[src/rtl/rul_pkg.sv]
package rul_pkg;
  // Walk state of the controller
  typedef enum logic [1:0] {
    WK_IDLE   = 2'd0,
    WK_UNDO   = 2'd1,
    WK_RETIRE = 2'd2
  } walk_e;
endpackage

[src/rtl/rul_ring.sv]
module rul_ring #(
  parameter int DEPTH = 8,
  parameter int WIDTH = 32
) (
  input  logic             clk,
  input  logic             rst,
  input  logic             push_i,
  input  logic [WIDTH-1:0] push_data_i,
  input  logic             pop_new_i,
  input  logic             pop_old_i,
  output logic [WIDTH-1:0] newest_o,
  output logic [WIDTH-1:0] oldest_o,
  output logic             empty_o,
  output logic             full_o
);
  localparam int PTR_W = (DEPTH > 1) ? $clog2(DEPTH) : 1;
  localparam int CNT_W = $clog2(DEPTH + 1);
  localparam logic [PTR_W-1:0] LAST = PTR_W'(DEPTH - 1);

  logic [WIDTH-1:0] mem [DEPTH];
  logic [PTR_W-1:0] head_q, tail_q;
  logic [CNT_W-1:0] cnt_q;

  function automatic logic [PTR_W-1:0] step_up(input logic [PTR_W-1:0] p);
    return (p == LAST) ? '0 : p + 1'b1;
  endfunction

  function automatic logic [PTR_W-1:0] step_down(input logic [PTR_W-1:0] p);
    return (p == '0) ? LAST : p - 1'b1;
  endfunction

  // storage: write port only, no reset, so a RAM can be inferred
  always_ff @(posedge clk) begin
    if (push_i) mem[head_q] <= push_data_i;
  end

  always_ff @(posedge clk) begin
    if (rst) begin
      head_q <= '0;
      tail_q <= '0;
      cnt_q  <= '0;
    end else begin
      if (push_i)    head_q <= step_up(head_q);
      if (pop_new_i) head_q <= step_down(head_q);
      if (pop_old_i) tail_q <= step_up(tail_q);
      cnt_q <= cnt_q + CNT_W'(push_i) - CNT_W'(pop_new_i) - CNT_W'(pop_old_i);
    end
  end

  assign newest_o = mem[step_down(head_q)];
  assign oldest_o = mem[tail_q];
  assign empty_o  = (cnt_q == '0);
  assign full_o   = (cnt_q == CNT_W'(DEPTH));

  AST_NO_OVERFLOW: assert property (@(posedge clk) disable iff (rst) cnt_q <= CNT_W'(DEPTH));
  AST_PUSH_NOT_FULL: assert property (@(posedge clk) disable iff (rst) push_i |-> !full_o);
  AST_POP_NOT_EMPTY: assert property (@(posedge clk) disable iff (rst) (pop_new_i || pop_old_i) |-> !empty_o);
  AST_ONE_OP: assert property (@(posedge clk) disable iff (rst) $countones({push_i, pop_new_i, pop_old_i}) <= 1);
  AST_PUSH_GROWS: assert property (@(posedge clk) disable iff (rst) push_i |=> (cnt_q == $past(cnt_q) + 1'b1));
endmodule

[src/rtl/rul_walk.sv]
module rul_walk
  import rul_pkg::*;
#(
  parameter int SEQ_W  = 16,
  parameter int AREG_W = 5,
  parameter int PREG_W = 7,
  localparam int E_W   = SEQ_W + AREG_W + 2 * PREG_W + 1
) (
  input  logic              clk,
  input  logic              rst,
  input  logic              push_valid_i,
  input  logic              squash_valid_i,
  input  logic [SEQ_W-1:0]  squash_seq_i,
  input  logic              commit_valid_i,
  input  logic [SEQ_W-1:0]  commit_seq_i,
  input  logic              empty_i,
  input  logic              full_i,
  input  logic [E_W-1:0]    newest_i,
  input  logic [E_W-1:0]    oldest_i,
  output logic              push_en_o,
  output logic              pop_new_o,
  output logic              pop_old_o,
  output logic              busy_o,
  output logic              map_we_o,
  output logic [AREG_W-1:0] map_arch_o,
  output logic [PREG_W-1:0] map_phys_o,
  output logic              free_we_o,
  output logic [PREG_W-1:0] free_phys_o
);
  // record layout: {hold, seq, arch, new, prev}
  localparam int PREV_LO = 0;
  localparam int NEW_LO  = PREG_W;
  localparam int ARCH_LO = 2 * PREG_W;
  localparam int SEQ_LO  = ARCH_LO + AREG_W;
  localparam int HOLD_B  = SEQ_LO + SEQ_W;

  walk_e            state_q;
  logic [SEQ_W-1:0] tgt_q;

  logic              n_hold, o_hold;
  logic [SEQ_W-1:0]  n_seq, o_seq;
  logic [AREG_W-1:0] n_arch;
  logic [PREG_W-1:0] n_new, n_prev, o_prev;
  logic              idle, undo_go, retire_go;

  assign n_hold = newest_i[HOLD_B];
  assign n_seq  = newest_i[SEQ_LO +: SEQ_W];
  assign n_arch = newest_i[ARCH_LO +: AREG_W];
  assign n_new  = newest_i[NEW_LO +: PREG_W];
  assign n_prev = newest_i[PREV_LO +: PREG_W];
  assign o_hold = oldest_i[HOLD_B];
  assign o_seq  = oldest_i[SEQ_LO +: SEQ_W];
  assign o_prev = oldest_i[PREV_LO +: PREG_W];

  assign idle      = (state_q == WK_IDLE);
  assign undo_go   = idle && squash_valid_i && !empty_i;
  assign retire_go = idle && !squash_valid_i && commit_valid_i && !empty_i
                     && (o_seq <= commit_seq_i);
  assign push_en_o = idle && push_valid_i && !squash_valid_i && !commit_valid_i && !full_i;
  assign pop_new_o = (state_q == WK_UNDO) && !empty_i && (n_seq > tgt_q);
  assign pop_old_o = (state_q == WK_RETIRE) && !empty_i && (o_seq <= tgt_q);
  assign busy_o    = !idle;

  always_ff @(posedge clk) begin
    if (rst) begin
      state_q     <= WK_IDLE;
      tgt_q       <= '0;
      map_we_o    <= 1'b0;
      map_arch_o  <= '0;
      map_phys_o  <= '0;
      free_we_o   <= 1'b0;
      free_phys_o <= '0;
    end else begin
      map_we_o    <= pop_new_o && !n_hold;
      map_arch_o  <= n_arch;
      map_phys_o  <= n_prev;
      free_we_o   <= (pop_new_o && !n_hold) || (pop_old_o && !o_hold);
      free_phys_o <= pop_new_o ? n_new : o_prev;
      unique case (state_q)
        WK_IDLE: begin
          if (undo_go) begin
            state_q <= WK_UNDO;
            tgt_q   <= squash_seq_i;
          end else if (retire_go) begin
            state_q <= WK_RETIRE;
            tgt_q   <= commit_seq_i;
          end
        end
        WK_UNDO:   if (!pop_new_o) state_q <= WK_IDLE;
        WK_RETIRE: if (!pop_old_o) state_q <= WK_IDLE;
        default:   state_q <= WK_IDLE;
      endcase
    end
  end

  AST_MAP_IN_WALK: assert property (@(posedge clk) disable iff (rst) map_we_o |-> busy_o);
  AST_FREE_IN_WALK: assert property (@(posedge clk) disable iff (rst) free_we_o |-> busy_o);
  AST_MAP_WITH_FREE: assert property (@(posedge clk) disable iff (rst) map_we_o |-> free_we_o);
  AST_RETIRE_NO_MAP: assert property (@(posedge clk) disable iff (rst) (state_q == WK_RETIRE) |=> !map_we_o);
  AST_OLD_COMMIT_IGNORED: assert property (@(posedge clk) disable iff (rst)
    (idle && !squash_valid_i && commit_valid_i && !empty_i && (o_seq > commit_seq_i)) |=> !busy_o);
endmodule

[src/rtl/rename_undo_log.sv]
module rename_undo_log #(
  parameter int DEPTH  = 8,
  parameter int SEQ_W  = 16,
  parameter int AREG_W = 5,
  parameter int PREG_W = 7
) (
  input  logic              clk,
  input  logic              rst,
  input  logic              push_valid_i,
  input  logic [SEQ_W-1:0]  push_seq_i,
  input  logic [AREG_W-1:0] push_arch_i,
  input  logic [PREG_W-1:0] push_new_i,
  input  logic [PREG_W-1:0] push_prev_i,
  input  logic              push_hold_i,
  input  logic              squash_valid_i,
  input  logic [SEQ_W-1:0]  squash_seq_i,
  input  logic              commit_valid_i,
  input  logic [SEQ_W-1:0]  commit_seq_i,
  output logic              busy_o,
  output logic              full_o,
  output logic              map_we_o,
  output logic [AREG_W-1:0] map_arch_o,
  output logic [PREG_W-1:0] map_phys_o,
  output logic              free_we_o,
  output logic [PREG_W-1:0] free_phys_o
);
  localparam int E_W = SEQ_W + AREG_W + 2 * PREG_W + 1;

  logic           push_en, pop_new, pop_old, empty;
  logic [E_W-1:0] newest, oldest, rec_in;

  assign rec_in = {push_hold_i, push_seq_i, push_arch_i, push_new_i, push_prev_i};

  rul_ring #(.DEPTH(DEPTH), .WIDTH(E_W)) ring_i (
    .clk(clk), .rst(rst),
    .push_i(push_en), .push_data_i(rec_in),
    .pop_new_i(pop_new), .pop_old_i(pop_old),
    .newest_o(newest), .oldest_o(oldest),
    .empty_o(empty), .full_o(full_o)
  );

  rul_walk #(.SEQ_W(SEQ_W), .AREG_W(AREG_W), .PREG_W(PREG_W)) walk_i (
    .clk(clk), .rst(rst),
    .push_valid_i(push_valid_i),
    .squash_valid_i(squash_valid_i), .squash_seq_i(squash_seq_i),
    .commit_valid_i(commit_valid_i), .commit_seq_i(commit_seq_i),
    .empty_i(empty), .full_i(full_o),
    .newest_i(newest), .oldest_i(oldest),
    .push_en_o(push_en), .pop_new_o(pop_new), .pop_old_o(pop_old),
    .busy_o(busy_o),
    .map_we_o(map_we_o), .map_arch_o(map_arch_o), .map_phys_o(map_phys_o),
    .free_we_o(free_we_o), .free_phys_o(free_phys_o)
  );
endmodule

[config.mk]
export PLATFORM = sky130hd
export DESIGN_NAME = rename_undo_log
export DESIGN_NICKNAME = d
export VERILOG_FILES = /design/src/rtl/rul_pkg.sv /design/src/rtl/rul_ring.sv /design/src/rtl/rul_walk.sv /design/src/rtl/rename_undo_log.sv
export SDC_FILE = /design/constraint.sdc
export NUM_CORES = 1
export LEC_CHECK = 0
export BUFFER_PORTS_ARGS = -buffer_cell sky130_fd_sc_hd__buf_2
export CAP_MARGIN = 20
export CORE_MARGIN = 4
export CORE_UTILIZATION = 63
export CTS_BUF_LIST = sky130_fd_sc_hd__clkbuf_8
export CTS_CLUSTER_SIZE = 20
export DETAILED_ROUTE_END_ITERATION = 6
export GPL_ROUTABILITY_DRIVEN = 1
export HOLD_SLACK_MARGIN = 0.03
export PLACE_DENSITY = 0.82
export SETUP_SLACK_MARGIN = 0.15
export SYNTH_ARGS = -nofsm -noshare
export SYNTH_HDL_FRONTEND = slang
export SYNTH_HIERARCHICAL = 1
export SYNTH_SLANG_ARGS = --single-unit
[constraint.sdc]
create_clock -name clk -period 5.58 [get_ports clk]
set_input_delay 0.837 -clock clk [delete_from_list [all_inputs] [get_ports clk]]
set_output_delay 0.837 -clock clk [all_outputs]
set_load 0.005 [all_outputs]
==> metrics.md <==
| Metric | Value |
|---|---|
| CP peak stage delay | `0.45 ns` |
| Number of top-level pins | `96` |
| Fin crit period | `5.15 ns` |
| Final wirelength | `32700 microns` |
| Most frequent cells in the layout | `edfxtp_1 (288), mux4_2 (118), buf_2 (95)` |
| # clock sinks | `340` |
| Slew @ Worst Pin | `1.03 ns` |
| First-pass detailed-route iteration total | `5` |
| CP max stage cell | `dfxtp_1` |
| R2R Setup Slk | `0.43 ns` |
| Crit path DAT | `5.61 ns` |
| Core area | `24300 sq um` |
| Floorplan row count | `57` |
| Placed Area | `16500 sq um` |
| Max clock buf depth | `3` |
| DRC Markers | `0` |
| Final clock skew | `0.0261 ns` |
| Max-Cap Viols | `0` |
| Hpwl dp | `20900 microns` |
| Status | `completed` |
| DR iter-0 viols | `633` |
| Post-route ant nets | `0` |
| Most used cell, CP | `ha_1` |
| GPL Wtd Cong | `0.825` |
| CP Max Fanout | `23` |
| Root buf cell | `clkbuf_8` |
| Post-synthesis cell count | `887` |
| Final setup fails | `0` |
| DR vias/cell | `6.23` |
| Total CTS buffers | `51` |
| Delay-heaviest family, CP | `adder cells` |
| Final hold vios | `0` |
| Post-layout net count | `1146` |
| Pin count of the biggest net entering global routing | `50` |
| Post-route cell area | `17700 sq um` |
| TritonCTS clock tree | `yes` |
| Worst path required time | `6.03 ns` |
| Gr usage total | `0.248` |
| Die span in x | `165 microns` |
| Fraction of layout cells with a size suffix above 1 | `0.386` |
| Total gr overflow | `0` |
| Cell Chain, Critical Path | `inv_1 > ha_1 > ha_2 > nand2b_4 > mux4_2 > mux2_2 > ha_1 > and2_1 > a221o_1 > a221oi_1 > a21o_1 > inv_1 > inv_1 > fa_1 > ha_1 > ha_1 > fa_1 > xor2_1 > nor2_1` |
| Die area | `27300 sq um` |
| Die height | `165 microns` |
| Area Overhead vs Synth | `13.2%` |
| Hold Buf Count CTS | `0` |
| Clk pin slew, worst setup/hold paths | `0.07 ns` |
| Normalized max-slew margin | `0.317` |
| Maximum VDD drop | `242 uV` |
| Post-CTS setup buffers | `0` |
| Post-synthesis area per instance | `17.6 sq um` |
| First-pass GRT wire length | `50500 microns` |
| Static leakage | `6.15 nW` |
| Crit Path Class | `flop to flop` |
| Sum of negative setup slack | `0 ns` |
| Initial antenna violation count | `0` |
| Worst-skew pair later-pin latency | `0.60 ns` |
| Final Max Slew Viols | `0` |
| Synth Cell Area | `15600 sq um` |
| Tcrit/Tclk final | `0.924` |
| Syn Nets | `1021` |
| FMAX | `194 MHz` |
| Vias in the first global route | `9043` |
| Worst Hold Class | `input pin to flop` |
| Resized Gates After CTS | `0` |
| CP endpoint kind | `flop` |
| PwrDens | `308 nW/um^2` |
| Commonest non-fill, non-tap cell in the layout | `edfxtp_1` |
| Starting Density | `0.642` |
| Worst Setup Start Kind | `flop` |
| Vias | `8595` |
| YS warnings | `6` |
| Unrepaired setup endpoints after global routing | `false` |
| Worst path buffer plus inverter count | `3` |
| N_diodes | `0` |
| Buffers on Ports | `95` |
| Htree depth | `2` |
| WL per Instance | `23.7 microns` |
power by group:
group,internal (W),switching [W]
Sequential,0.00279,0.0000151
Combinational,0.000187,0.000214
Clock,0.00127,0.000963
flip-flops by register name (all words and copies together), names as in the netlist, named ones only:
name / cells
ring_i/cnt_q: 4
walk_i/tgt_q: 16
walk_i/map_arch_o: 5
ring_i/mem: 288
walk_i/state_q: 2
ring_i/head_q: 3
walk_i/map_we_o: 1
walk_i/free_we_o: 1
walk_i/free_phys_o: 7
ring_i/tail_q: 3
walk_i/map_phys_o: 7
final cells by class:
| cell class | instances | area (sq um) |
|---|---|---|
| multi-input cells | 452 | 5510 |
| inverters | 46 | 175 |
| clock buffers | 66 | 908 |
| well taps | 324 | 405 |
| flip-flops and latches | 340 | 9700 |
| repair buffers | 121 | 683 |
| fillers | 1479 | 6670 |
| clock inverters | 30 | 273 |
per-stage QoR:
step / utilization / worst slack (ns) / hold slack, ns / instances / power [W]
3_5_place_dp: 0.677 / 0.530 / 0.526 / 1283 / 0.00326
4_1_cts: 0.726 / 0.437 / 0.456 / 1379 / 0.00548
2_1_floorplan: - / 0.479 / 0.492 / 887 / 0.00312
6_report: 0.726 / 0.426 / 0.483 / 1379 / 0.00544
3_3_place_gp: 0.677 / 0.591 / 0.519 / 1283 / 0.00324
5_1_grt: 0.726 / 0.230 / 0.483 / 1379 / 0.00565
worst paths after layout:
kind                                       from  depth (start not counted)                          to
setup / recovery  ring_i/head_q[1]$_SDFFE_PP0P_                         19  ring_i/cnt_q[3]$_SDFF_PP0_
hold / removal                   push_prev_i[1]                          1  ring_i/mem[6][1]$_DFFE_PP_
setup reg to reg  ring_i/head_q[1]$_SDFFE_PP0P_                         19  ring_i/cnt_q[3]$_SDFF_PP0_
hold reg to reg   ring_i/tail_q[1]$_SDFFE_PP0P_                          2                        flop
per-layer routing:
layer  global-route usage  vias to the layer above  part of all wire
li1                     -                     3824                 -
met1                0.330                     4343              0.39
met2                0.427                      386              0.51
met3               0.0429                       42             0.088
met4               0.0697                        0             0.016
met5                    0                        -                 0
Power figures use the tool's default switching activity.
